--- src/rtl/canrx_pkg.sv ---
package canrx_pkg;

    typedef enum logic [1:0] {
        S_IDLE  = 2'd0,
        S_CHECK = 2'd1,
        S_WRITE = 2'd2
    } rx_state_t;

    localparam int unsigned ID_BITS    = 29;
    localparam int unsigned DATA_MAX   = 8;
    localparam int unsigned DATA_BITS  = 8 * DATA_MAX;
    localparam int unsigned LEN_W      = 4;

    // Record length from the fields carried in a header byte.
    function automatic logic [LEN_W-1:0] rec_len(input logic ext, input logic rtr,
                                                 input logic [3:0] dlc);
        logic [3:0] d;
        d = (dlc > 4'd8) ? 4'd8 : dlc;
        return (ext ? 4'd5 : 4'd3) + (rtr ? 4'd0 : d);
    endfunction

    function automatic logic [LEN_W-1:0] hdr_len(input logic [7:0] h);
        return rec_len(h[7], h[6], h[3:0]);
    endfunction

endpackage

--- src/rtl/canrx_pack.sv ---
module canrx_pack
    import canrx_pkg::*;
(
    input  logic                  clk,
    input  logic                  rst_n,
    input  logic                  cap,
    input  logic                  in_ext,
    input  logic                  in_rtr,
    input  logic [3:0]            in_dlc,
    input  logic [ID_BITS-1:0]    in_id,
    input  logic [DATA_BITS-1:0]  in_data,
    input  logic [LEN_W-1:0]      idx,
    output logic [7:0]            out_byte,
    output logic [LEN_W-1:0]      out_len
);

    logic                 f_ext;
    logic                 f_rtr;
    logic [3:0]           f_dlc;
    logic [ID_BITS-1:0]   f_id;
    logic [DATA_BITS-1:0] f_data;
    logic [LEN_W-1:0]     id_span;
    logic [LEN_W-1:0]     j;
    logic [5:0]           bitpos;

    always_ff @(posedge clk) begin
        if (!rst_n) begin
            f_ext  <= 1'b0;
            f_rtr  <= 1'b0;
            f_dlc  <= 4'd0;
            f_id   <= '0;
            f_data <= '0;
        end else if (cap) begin
            f_ext  <= in_ext;
            f_rtr  <= in_rtr;
            f_dlc  <= (in_dlc > 4'd8) ? 4'd8 : in_dlc;
            f_id   <= in_id;
            f_data <= in_data;
        end
    end

    assign out_len = rec_len(f_ext, f_rtr, f_dlc);
    assign id_span = f_ext ? 4'd5 : 4'd3;
    assign j       = idx - id_span;
    assign bitpos  = {j[2:0], 3'b000};

    always_comb begin
        out_byte = f_data[bitpos +: 8];
        if (idx == 4'd0) begin
            out_byte = {f_ext, f_rtr, 2'b00, f_dlc};
        end else if (f_ext) begin
            unique case (idx)
                4'd1:    out_byte = f_id[28:21];
                4'd2:    out_byte = f_id[20:13];
                4'd3:    out_byte = f_id[12:5];
                4'd4:    out_byte = {f_id[4:0], 3'b000};
                default: out_byte = f_data[bitpos +: 8];
            endcase
        end else begin
            unique case (idx)
                4'd1:    out_byte = f_id[10:3];
                4'd2:    out_byte = {f_id[2:0], 5'b00000};
                default: out_byte = f_data[bitpos +: 8];
            endcase
        end
    end

    // any record spans 3 to 13 bytes
    assert_len_span_R2: assert property (@(posedge clk) disable iff (!rst_n)
        (out_len >= 4'd3) && (out_len <= 4'd13));

endmodule

--- src/rtl/canrx_mem.sv ---
module canrx_mem #(
    parameter int unsigned DEPTH = 64,
    localparam int unsigned AW   = $clog2(DEPTH)
) (
    input  logic          clk,
    input  logic          rst_n,
    input  logic          we,
    input  logic [AW-1:0] waddr,
    input  logic [7:0]    wdata,
    input  logic [AW-1:0] raddr_a,
    output logic [7:0]    rdata_a,
    input  logic [AW-1:0] raddr_b,
    output logic [7:0]    rdata_b
);

    logic [7:0] mem [DEPTH];

    always_ff @(posedge clk) begin
        if (!rst_n) begin
            for (int i = 0; i < DEPTH; i++) mem[i] <= 8'h00;
        end else if (we) begin
            mem[waddr] <= wdata;
        end
    end

    assign rdata_a = mem[raddr_a];
    assign rdata_b = mem[raddr_b];

endmodule

--- src/rtl/canrx_ctrl.sv ---
module canrx_ctrl
    import canrx_pkg::*;
#(
    parameter int unsigned DEPTH = 64,
    localparam int unsigned AW   = $clog2(DEPTH),
    localparam int unsigned CW   = AW + 1
) (
    input  logic             clk,
    input  logic             rst_n,
    input  logic             hold_reset,
    input  logic             st_valid,
    input  logic             rel,
    input  logic [LEN_W-1:0] new_len,
    input  logic [7:0]       head_byte,
    output logic             cap,
    output logic             wr_en,
    output logic [AW-1:0]    wr_addr,
    output logic [LEN_W-1:0] byte_idx,
    output logic [AW-1:0]    rd_ptr,
    output logic             busy,
    output logic             rbs,
    output logic             ovr,
    output logic             irq_rx,
    output logic             irq_ovr
);

    rx_state_t        state, nxt;
    logic [AW-1:0]    wr_ptr;
    logic [CW-1:0]    byte_cnt;
    logic [CW-1:0]    msg_cnt;
    logic             hold_q;
    logic             leave;
    logic             fits;
    logic             last;
    logic             commit;
    logic             drop;
    logic             rel_ok;
    logic [LEN_W-1:0] rel_len;
    logic [CW:0]      need;

    assign need    = {1'b0, byte_cnt} + (CW+1)'(new_len);
    assign fits    = need <= (CW+1)'(DEPTH);
    assign last    = byte_idx == (new_len - 4'd1);
    assign leave   = hold_q && !hold_reset;
    assign rel_ok  = rel && (msg_cnt != '0);
    assign rel_len = hdr_len(head_byte);

    // state register
    always_ff @(posedge clk) begin
        if (!rst_n) state <= S_IDLE;
        else        state <= nxt;
    end

    always_comb begin
        nxt = state;
        unique case (state)
            S_IDLE:  if (st_valid && !hold_reset) nxt = S_CHECK;
            S_CHECK: if (hold_reset || !fits)     nxt = S_IDLE;
                     else                         nxt = S_WRITE;
            S_WRITE: if (hold_reset || last)      nxt = S_IDLE;
            default: nxt = S_IDLE;
        endcase
    end

    // outputs of the state machine
    always_comb begin
        cap    = (state == S_IDLE) && st_valid && !hold_reset;
        wr_en  = (state == S_WRITE) && !hold_reset;
        commit = wr_en && last;
        drop   = (state == S_CHECK) && !hold_reset && !fits;
        busy   = state != S_IDLE;
    end

    assign wr_addr = wr_ptr + AW'(byte_idx);

    always_ff @(posedge clk) begin
        if (!rst_n) byte_idx <= '0;
        else if (state == S_WRITE) byte_idx <= byte_idx + 4'd1;
        else byte_idx <= '0;
    end

    always_ff @(posedge clk) begin
        if (!rst_n) begin
            hold_q   <= 1'b0;
            wr_ptr   <= '0;
            rd_ptr   <= '0;
            byte_cnt <= '0;
            msg_cnt  <= '0;
            rbs      <= 1'b0;
            irq_rx   <= 1'b0;
            ovr      <= 1'b0;
            irq_ovr  <= 1'b0;
        end else begin
            hold_q <= hold_reset;
            if (drop) begin
                ovr     <= 1'b1;
                irq_ovr <= 1'b1;
            end
            if (leave) begin
                byte_cnt <= '0;
                msg_cnt  <= '0;
                rd_ptr   <= wr_ptr;
                rbs      <= 1'b0;
                irq_rx   <= 1'b0;
            end else begin
                byte_cnt <= byte_cnt + (commit ? CW'(new_len) : '0)
                                     - (rel_ok ? CW'(rel_len) : '0);
                msg_cnt  <= msg_cnt + (commit ? CW'(1) : '0)
                                    - (rel_ok ? CW'(1) : '0);
                if (commit) wr_ptr <= wr_ptr + AW'(new_len);
                if (rel_ok) rd_ptr <= rd_ptr + AW'(rel_len);
                if (commit) begin
                    rbs    <= 1'b1;
                    irq_rx <= 1'b1;
                end else if (rel_ok && msg_cnt == CW'(1)) begin
                    rbs    <= 1'b0;
                    irq_rx <= 1'b0;
                end
            end
        end
    end

    assert_fill_bound_R5: assert property (@(posedge clk) disable iff (!rst_n)
        byte_cnt <= CW'(DEPTH));

    assert_empty_status_R8: assert property (@(posedge clk) disable iff (!rst_n)
        (msg_cnt == '0) |-> !rbs);

    assert_commit_flag_R6: assert property (@(posedge clk) disable iff (!rst_n)
        commit |=> rbs && irq_rx);

    assert_empty_release_R8: assert property (@(posedge clk) disable iff (!rst_n)
        (rel && msg_cnt == '0 && !leave) |=> $stable(rd_ptr));

    assert_reset_blocks_R9: assert property (@(posedge clk) disable iff (!rst_n)
        hold_reset |=> state == S_IDLE);

endmodule

--- src/rtl/canrx_fifo.sv ---
module canrx_fifo
    import canrx_pkg::*;
#(
    parameter int unsigned DEPTH   = 64,
    parameter int unsigned WIN_LEN = 13,
    localparam int unsigned AW     = $clog2(DEPTH)
) (
    input  logic        clk,
    input  logic        rst_n,
    input  logic        hold_reset,
    input  logic        st_valid,
    input  logic        st_ext,
    input  logic        st_rtr,
    input  logic [3:0]  st_dlc,
    input  logic [28:0] st_id,
    input  logic [63:0] st_data,
    input  logic        rel,
    input  logic [3:0]  win_addr,
    output logic [7:0]  win_data,
    output logic        rx_status,
    output logic        rx_overrun,
    output logic        rx_busy,
    output logic        irq_rx,
    output logic        irq_ovr
);

    // DEPTH must be a power of two: pointers wrap by plain truncation.
    logic             cap;
    logic             wr_en;
    logic [AW-1:0]    wr_addr;
    logic [LEN_W-1:0] byte_idx;
    logic [LEN_W-1:0] new_len;
    logic [7:0]       new_byte;
    logic [AW-1:0]    rd_ptr;
    logic [7:0]       head_byte;
    logic [7:0]       win_raw;

    canrx_pack u_pack (
        .clk      (clk),
        .rst_n    (rst_n),
        .cap      (cap),
        .in_ext   (st_ext),
        .in_rtr   (st_rtr),
        .in_dlc   (st_dlc),
        .in_id    (st_id),
        .in_data  (st_data),
        .idx      (byte_idx),
        .out_byte (new_byte),
        .out_len  (new_len)
    );

    canrx_mem #(.DEPTH(DEPTH)) u_mem (
        .clk     (clk),
        .rst_n   (rst_n),
        .we      (wr_en),
        .waddr   (wr_addr),
        .wdata   (new_byte),
        .raddr_a (rd_ptr + AW'(win_addr)),
        .rdata_a (win_raw),
        .raddr_b (rd_ptr),
        .rdata_b (head_byte)
    );

    canrx_ctrl #(.DEPTH(DEPTH)) u_ctrl (
        .clk        (clk),
        .rst_n      (rst_n),
        .hold_reset (hold_reset),
        .st_valid   (st_valid),
        .rel        (rel),
        .new_len    (new_len),
        .head_byte  (head_byte),
        .cap        (cap),
        .wr_en      (wr_en),
        .wr_addr    (wr_addr),
        .byte_idx   (byte_idx),
        .rd_ptr     (rd_ptr),
        .busy       (rx_busy),
        .rbs        (rx_status),
        .ovr        (rx_overrun),
        .irq_rx     (irq_rx),
        .irq_ovr    (irq_ovr)
    );

    assign win_data = (32'(win_addr) < WIN_LEN) ? win_raw : 8'h00;

    assert_overrun_sticky_R5: assert property (@(posedge clk) disable iff (!rst_n)
        rx_overrun |=> rx_overrun);

endmodule

--- config.mk ---
export PLATFORM = sky130hd
export DESIGN_NAME = canrx_fifo
export DESIGN_NICKNAME = d
export VERILOG_FILES = /design/src/rtl/canrx_pkg.sv /design/src/rtl/canrx_pack.sv /design/src/rtl/canrx_mem.sv /design/src/rtl/canrx_ctrl.sv /design/src/rtl/canrx_fifo.sv
export SDC_FILE = /design/constraint.sdc
export NUM_CORES = 1
export LEC_CHECK = 0
export CAP_MARGIN = 40
export CORE_ASPECT_RATIO = 1.4
export CORE_MARGIN = 10
export CORE_UTILIZATION = 30
export CTS_BUF_LIST = sky130_fd_sc_hd__clkbuf_4 sky130_fd_sc_hd__clkbuf_8
export CTS_CLUSTER_SIZE = 28
export DETAILED_ROUTE_END_ITERATION = 12
export GPL_ROUTABILITY_DRIVEN = 0
export PLACE_DENSITY_LB_ADDON = 0.15
export SLEW_MARGIN = 0
export SYNTH_ARGS = -nofsm -noshare
export SYNTH_HDL_FRONTEND = slang
export SYNTH_HIERARCHICAL = 1
export SYNTH_SLANG_ARGS = --single-unit
--- constraint.sdc ---
create_clock -name clk -period 13.09 [get_ports clk]
set_clock_uncertainty 0.2 [all_clocks]
set_input_delay 1.9635 -clock clk [delete_from_list [all_inputs] [get_ports clk]]
set_output_delay 1.9635 -clock clk [all_outputs]
set_load 0.03 [all_outputs]
==> summary.log, run 1 <==
INFO  sta            timing_max_transition_violations_final=0
INFO  pwr            p_comb_share=37.4%
INFO  drt            drt_pass1_iterations=7
INFO  cells_and_area commonest_non_fill_non_tap_cells_in_the_layout=533 x sky130_fd_sc_hd__and2_1, 512 x sky130_fd_sc_hd__edfxtp_1, 237 x sky130_fd_sc_hd__mux4_2, 160 x sky130_fd_sc_hd__mux2i_1, 130 x sky130_fd_sc_hd__dfxtp_1
INFO  sta            setup_violating_endpoint_count_in_the_final_report=0
INFO  clock_tree     cts_made_buffers=109
INFO  clock_tree     post-cts-setup-buffer-count=0
INFO  worst_setup_path rr_endpoint=u_ctrl/byte_cnt[5]
INFO  clock_tree     cts-resized-gates=0
INFO  cells_and_area finish.net_count=2,968
INFO  pwr            leakagePower=14.2nW
INFO  drt            viasPerCell=5.21
INFO  pwr            p_switching=2.40mW
INFO  sta            fmax=111MHz
INFO  pwr            power_density=166nW/um^2
INFO  cells_and_area syn2layout_area_growth=14.9%
INFO  worst_setup_path critPathRequiredTime=10.93ns
INFO  pwr            vdd_drop_max=149uV
INFO  sta            totalNegativeSetupSlack=0ns
INFO  yosys          synthesis.area=35,200um^2
INFO  sta            grt_setup_unrepaired=false
INFO  drt            vias=22,884
INFO  global_route   first_global_vias=24,508
INFO  placement      placed_area=38,400um^2
INFO  die            die_width=310um
INFO  global_route   grt_use_met3=3.42%
INFO  drt            drt_iter0_drc=1,509
INFO  outcome        outcome=finished clean
INFO  worst_setup_path critical_path_arrival=6.84ns
INFO  clock_tree     tritoncts=built
INFO  pwr            power.share.switching=35.7%
INFO  clock_tree     clk_root_buffer_cell=sky130_fd_sc_hd__clkbuf_8
INFO  cells_and_area mostFrequentLayoutCell=sky130_fd_sc_hd__and2_1
INFO  die            design.core.area=116,000um^2
INFO  clock_tree     clk_latency=0.79ns
INFO  drt            route.detailed.drc=0
INFO  worst_setup_path crit_end=win_data[0]
INFO  cells_and_area sequential_cell_area=18,100um^2
INFO  clock_tree     clkSinkCount=646
INFO  global_route   grt_use_met1=20.6%
INFO  placement      io_buffer_count=120
INFO  sta            hold_viol_final=0
INFO  sta            final.hold.worst_slack=0.312ns
INFO  die            num_rows=148
INFO  pwr            power.clock.fraction=26.6%
INFO  worst_setup_path critPathCaptureType=output pin
INFO  sta            fin_crit=9.00ns
INFO  global_route   grt_antenna_before_repair=8
INFO  cells_and_area nFillCells=11,239
INFO  sta            final.period_utilization=68.8%
INFO  global_route   grt_most_used_layer=met2
INFO  clock_tree     h-tree-depth=3
INFO  yosys          mapped_nets=2,853
INFO  worst_setup_path reg2reg_slack=5.81ns
INFO  worst_setup_path timing.critical_path.from=win_addr[0]
INFO  die            io-pin-count=121
INFO  worst_hold_path worst_hold_path_type=reg -> reg
INFO  cells_and_area post-route-cell-area=40,500um^2
INFO  drt            wire_per_inst=27.0um
INFO  cells_and_area multiInputGateArea=16,100um^2
INFO  die            die-height=425um
INFO  placement      dp_hpwl=82,400um
INFO  clock_tree     cts_hold_buf=0
INFO  sta            max-slew-margin-rel=35.6%
INFO  yosys          yosysWarnings=6
INFO  clock_tree     cts_max_path_buffers=3
INFO  flow_run       timing.max_cap.violations=0
INFO  pwr            power.share.sequential=36.0%
INFO  pwr            fin_total_pwr=6.71mW
INFO  worst_setup_path crit_path_start_kind=input port
INFO  drt            totalWireLength=119,000um
INFO  global_route   globalRouteTotalUtil=18.0%
INFO  sta            tightestPinTransition=0.966ns
INFO  clock_tree     cts.reportedPaths.clkPinSlew=0.06ns
INFO  cells_and_area drive_above_1_share=20.5%
INFO  worst_setup_path worst-r2r-cell-count=20
INFO  global_route   grt_pass1_wl=173,000um
INFO  global_route   grt_start_max_net_pins=105
INFO  worst_setup_path critical_path_peak_fanout=50
INFO  global_route   global_route.overflow_total=0
INFO  placement      place_ws=4.13ns
INFO  global_route   gr-usage-met2=32.4%
INFO  yosys          post_synth.cell_area_avg=13.1um^2
INFO  worst_setup_path rr_startpoint=u_ctrl/rd_ptr[1]
INFO  die            fp.dieArea=132,000um^2
INFO  die            initial_core_util=30.2%
INFO  yosys          post_synth_inst_count=2,688
INFO  worst_setup_path worst_path_class_setup=in -> out
INFO  drt            drtAntennaViolNets=0
INFO  sta            postLayoutSetupSlackWorst=4.09ns
INFO  pwr            power_report.internal_total=4.31mW
## flip-flops by register name, indices dropped and copies added, names as in the netlist
register,count
u_ctrl/byte_cnt,7
u_ctrl/byte_idx,4
u_ctrl/hold_q,1
u_ctrl/irq_ovr,1
u_ctrl/irq_rx,1
u_ctrl/msg_cnt,7
u_ctrl/rd_ptr,6
u_ctrl/state,2
u_ctrl/wr_ptr,6
u_mem/mem,512
u_pack/f_data,64
u_pack/f_dlc,4
u_pack/f_ext,1
u_pack/f_id,29
u_pack/f_rtr,1
## critical path, cell delays in order
cell and delay [ns]:
sky130_fd_sc_hd__clkdlybuf4s50_1 0.56, sky130_fd_sc_hd__ha_4 0.16, sky130_fd_sc_hd__inv_1 0.05, sky130_fd_sc_hd__fa_1 0.43, sky130_fd_sc_hd__xnor2_2 0.14, sky130_fd_sc_hd__buf_4 0.55, sky130_fd_sc_hd__buf_4 0.69, sky130_fd_sc_hd__mux2_2 0.28
sky130_fd_sc_hd__o22ai_1 0.08, sky130_fd_sc_hd__nor3_1 0.22, sky130_fd_sc_hd__nor3_1 0.13, sky130_fd_sc_hd__o32ai_1 0.61, sky130_fd_sc_hd__and2_1 0.22, sky130_fd_sc_hd__clkdlybuf4s50_1 0.68
## per-stage QoR
stage	std cells	utilization, %
after floorplan	2688	-
after global placement	4165	32.7
after detailed placement	4192	32.9
after CTS	4386	34.7
after global routing	4388	34.7
final	4391	34.7
## worst min-delay path by stage
stage,to,cells after the start,from
finish,u_pack/f_id[18],2,u_pack/f_id[18]
global route,u_pack/f_data[49],2,u_pack/f_data[49]
CTS,u_pack/f_data[13],2,u_pack/f_data[13]
detailed placement,u_pack/f_data[13],2,u_pack/f_data[13]
global placement,u_pack/f_data[62],2,u_pack/f_data[62]
floorplan,u_pack/f_id[16],2,u_pack/f_id[16]
## layout make-up
type,count,area share [%]
Timing Repair Buffer,224,5.18
Clock inverter,46,0.650
Multi-Input combinational cell,1752,39.7
Tap cell,1500,4.64
Inverter,70,0.656
Sequential cell,646,44.7
Clock buffer,148,4.49
Antenna cell,5,0.0309
## layer usage
metal,share of wire (%),vias up
met1,38,11757
met5,0.065,-
li1,-,10193
met3,5.4,211
met2,52,713
met4,3.8,10
## power groups by stage
stage	Clock, mW	Combinational, mW	Sequential (mW)
finish	1.78	2.51	2.42
global route	1.93	2.67	2.43
CTS	1.84	2.52	2.42
detailed placement	0	2.51	2.46
global placement	0	2.47	2.46
floorplan	0	1.71	2.39
(Power assumes the default switching activity.)
==> run 2, diff against run 1 <==
==> constraint.sdc (replaced) <==
create_clock -name clk -period 8.09 [get_ports clk]
set_clock_uncertainty 0.2 [all_clocks]
set_input_delay 1.2135 -clock clk [delete_from_list [all_inputs] [get_ports clk]]
set_output_delay 1.2135 -clock clk [all_outputs]
set_load 0.03 [all_outputs]
==> run 2 against run 1 <==
  * Register-to-register slack lost 4.2 ns
  * Count of clock-buffer cells in the layout grew 6
  * Die area is the same
  * Critical path type unchanged
  * Highest routed layer unchanged
==> summary.log, run 2 (synthesis results as in run 1) <==
INFO  outcome        outcome=finished clean
INFO  global_route   first_global_vias=24,188 [-1.3%]
INFO  sta            tightestPinTransition=1.02ns [+0.0567 ns]
INFO  cells_and_area largest_register=u_mem/mem
INFO  cells_and_area reg.largest.list=u_mem/mem: 512 flops, u_pack/f_data: 64 flops, u_pack/f_id: 29 flops
INFO  placement      dp_hpwl=81,200um [-1.4%]
INFO  pwr            p_switching=3.92mW [+63%]
INFO  drt            vias=22,688 [-0.86%]
INFO  pwr            p_comb_share=37.5% [about the same]
INFO  die            initial_core_util=30.2% [unchanged]
INFO  clock_tree     clk_latency=0.81ns [+0.02 ns]
INFO  clock_tree     cts_made_buffers=109 [unchanged]
INFO  worst_setup_path rr_endpoint=u_ctrl/byte_cnt[5]
INFO  pwr            power.clock.fraction=27.3% [+0.7 points]
INFO  global_route   global_route.overflow_total=0 [unchanged]
INFO  clock_tree     cts.reportedPaths.clkPinSlew=0.06ns [about the same]
INFO  global_route   gr-usage-met2=30.6% [-1.7 points]
INFO  sta            timing_max_transition_violations_final=0 [unchanged]
INFO  drt            wire_per_inst=26.0um [-3.7%]
INFO  worst_setup_path critPathCaptureType=output pin
INFO  worst_setup_path critPathRequiredTime=6.68ns [-4.25 ns]
INFO  sta            fin_crit=6.92ns
INFO  cells_and_area syn2layout_area_growth=15.4%
INFO  worst_setup_path worst_path_class_setup=in -> out
INFO  cells_and_area multiInputGateArea=16,000um^2 [about the same]
INFO  cells_and_area drive_above_1_share=21.1% [+0.58 points]
INFO  cells_and_area largest_register_ff_count=512 [unchanged]
INFO  clock_tree     h-tree-depth=3 [unchanged]
INFO  worst_setup_path reg2reg_slack=1.63ns [-4.18 ns]
INFO  global_route   globalRouteTotalUtil=17.4% [-0.60 points]
INFO  sta            hold_viol_final=0 [unchanged]
INFO  cells_and_area post-route-cell-area=40,600um^2 [+0.41%]
INFO  cells_and_area finish.net_count=2,979 [+0.37%]
INFO  clock_tree     tritoncts=built
INFO  global_route   grt_most_used_layer=met2
INFO  drt            drt_iter0_drc=1,887 [+25%]
INFO  cells_and_area nFillCells=11,143 [-0.85%]
INFO  sta            setup_violating_endpoint_count_in_the_final_report=0 [unchanged]
INFO  sta            grt_setup_unrepaired=false
INFO  pwr            power.share.switching=35.4% [-0.34 points]
INFO  worst_setup_path rr_startpoint=u_ctrl/rd_ptr[1]
INFO  worst_setup_path critical_path_peak_fanout=8 [-84%]
INFO  global_route   grt_start_max_net_pins=104 [-0.95%]
INFO  clock_tree     post-cts-setup-buffer-count=0 [unchanged]
INFO  worst_setup_path critical_path_arrival=5.50ns [-1.34 ns]
INFO  die            design.core.area=116,000um^2 [unchanged]
INFO  sta            max-slew-margin-rel=31.8% [-3.8 points]
INFO  cells_and_area commonest_non_fill_non_tap_cells_in_the_layout=533 x sky130_fd_sc_hd__and2_1, 512 x sky130_fd_sc_hd__edfxtp_1, 237 x sky130_fd_sc_hd__mux4_2, 160 x sky130_fd_sc_hd__mux2i_1, 130 x sky130_fd_sc_hd__dfxtp_1
INFO  sta            fmax=145MHz
INFO  clock_tree     clk_root_buffer_cell=sky130_fd_sc_hd__clkbuf_8
INFO  sta            totalNegativeSetupSlack=0ns [unchanged]
INFO  sta            postLayoutSetupSlackWorst=1.17ns [-2.91 ns]
INFO  drt            drt_pass1_iterations=5 [-2]
INFO  pwr            power_report.internal_total=7.15mW [+66%]
INFO  drt            drtAntennaViolNets=0 [unchanged]
INFO  worst_setup_path timing.critical_path.from=win_addr[0]
INFO  cells_and_area sequential_cell_area=18,100um^2 [unchanged]
INFO  worst_setup_path crit_path_start_kind=input port
INFO  drt            route.detailed.drc=0 [unchanged]
INFO  placement      place_ws=1.22ns [-2.91 ns]
INFO  placement      placed_area=38,400um^2 [+0.15%]
INFO  die            io-pin-count=121 [unchanged]
INFO  pwr            leakagePower=14.3nW [+0.76%]
INFO  worst_setup_path crit_end=win_data[1]
INFO  pwr            power.share.sequential=35.2% [-0.8 points]
INFO  die            fp.dieArea=132,000um^2 [unchanged]
INFO  flow_run       timing.max_cap.violations=0 [unchanged]
INFO  global_route   grt_use_met3=2.88% [-0.54 points]
INFO  drt            viasPerCell=5.15 [-1.1%]
INFO  clock_tree     clkSinkCount=646 [unchanged]
INFO  drt            totalWireLength=114,000um [-3.5%]
INFO  sta            final.period_utilization=85.5%
INFO  pwr            vdd_drop_max=195uV [+31%]
INFO  global_route   grt_use_met1=20.4% [-0.28 points]
INFO  placement      io_buffer_count=120 [unchanged]
INFO  worst_hold_path worst_hold_path_type=reg -> reg
INFO  global_route   grt_pass1_wl=168,000um [-2.9%]
INFO  global_route   grt_antenna_before_repair=10 [+2]
INFO  clock_tree     cts-resized-gates=0 [unchanged]
INFO  cells_and_area mostFrequentLayoutCell=sky130_fd_sc_hd__and2_1
INFO  die            num_rows=148 [unchanged]
INFO  clock_tree     cts_max_path_buffers=3 [unchanged]
INFO  die            die_width=310um [unchanged]
INFO  pwr            fin_total_pwr=11.1mW [+65%]
INFO  pwr            power_density=272nW/um^2 [+64%]
INFO  die            die-height=425um [unchanged]
INFO  worst_setup_path worst-r2r-cell-count=18 [-10%]
INFO  clock_tree     cts_hold_buf=0 [unchanged]
run 2: layout make-up:
class / instances / area share, %
clock buffer: 154 / 4.66
sequential: 646 / 44.5
timing repair buffer: 235 / 5.32
antenna: 1 / 0.00616
tap: 1500 / 4.62
inverter: 70 / 0.653
multi-input combinational: 1752 / 39.5
clock inverter: 44 / 0.755
run 2: stage by stage:
| stage | util, % | hold WS [ns] | cells |
|---|---|---|---|
| floorplan | - | 0.273 | 2688 |
| finish | 34.9 | 0.318 | 4402 |
| detailed placement | 33.0 | 0.303 | 4203 |
| global placement | 32.8 | 0.291 | 4180 |
| CTS | 34.9 | 0.319 | 4401 |
| global route | 34.9 | 0.335 | 4402 |
run 2: how the worst min path moves through the flow:
stage	from	to	slack, ns	cells past startpoint
4_1_cts	u_pack/f_data[27]	u_pack/f_data[27]	0.32	2
3_5_place_dp	u_pack/f_id[28]	u_pack/f_id[28]	0.30	2
2_1_floorplan	u_pack/f_id[16]	u_pack/f_id[16]	0.27	2
5_1_grt	u_pack/f_data[63]	u_pack/f_data[63]	0.34	2
3_3_place_gp	u_pack/f_data[52]	u_pack/f_data[52]	0.29	2
6_report	u_pack/f_data[11]	u_pack/f_data[11]	0.32	2
run 2: power groups by stage:
stage	sequential, mW	clock [mW]	combinational (mW)
detailed placement	3.96	0	4.18
finish	3.89	3.02	4.15
floorplan	3.87	0	2.77
global placement	3.99	0	4.08
global route	3.91	3.25	4.41
CTS	3.90	3.13	4.20
run 2: metal layers:
layer | vias to the layer above | part of all wire (%) | wire [um]
li1 | 10202 | - | -
met1 | 11557 | 39 | 44800
met2 | 725 | 51 | 58800
met3 | 194 | 5.2 | 5970
met4 | 10 | 4.2 | 4830
met5 | - | 0.070 | 80
run 2: worst max-delay path, stage by stage:
cell                              delay (ns)
sky130_fd_sc_hd__clkdlybuf4s50_1        0.55
sky130_fd_sc_hd__ha_4                   0.16
sky130_fd_sc_hd__inv_1                  0.05
sky130_fd_sc_hd__fa_1                   0.43
sky130_fd_sc_hd__o21ai_1                0.15
sky130_fd_sc_hd__a21oi_1                0.12
sky130_fd_sc_hd__xnor2_2                0.51
sky130_fd_sc_hd__nand2b_1               0.46
sky130_fd_sc_hd__o22ai_1                0.12
sky130_fd_sc_hd__o21ai_0                0.54
sky130_fd_sc_hd__nand3_1                0.16
sky130_fd_sc_hd__o21ai_1                0.11
sky130_fd_sc_hd__and2_1                 0.22
sky130_fd_sc_hd__clkdlybuf4s50_1        0.70
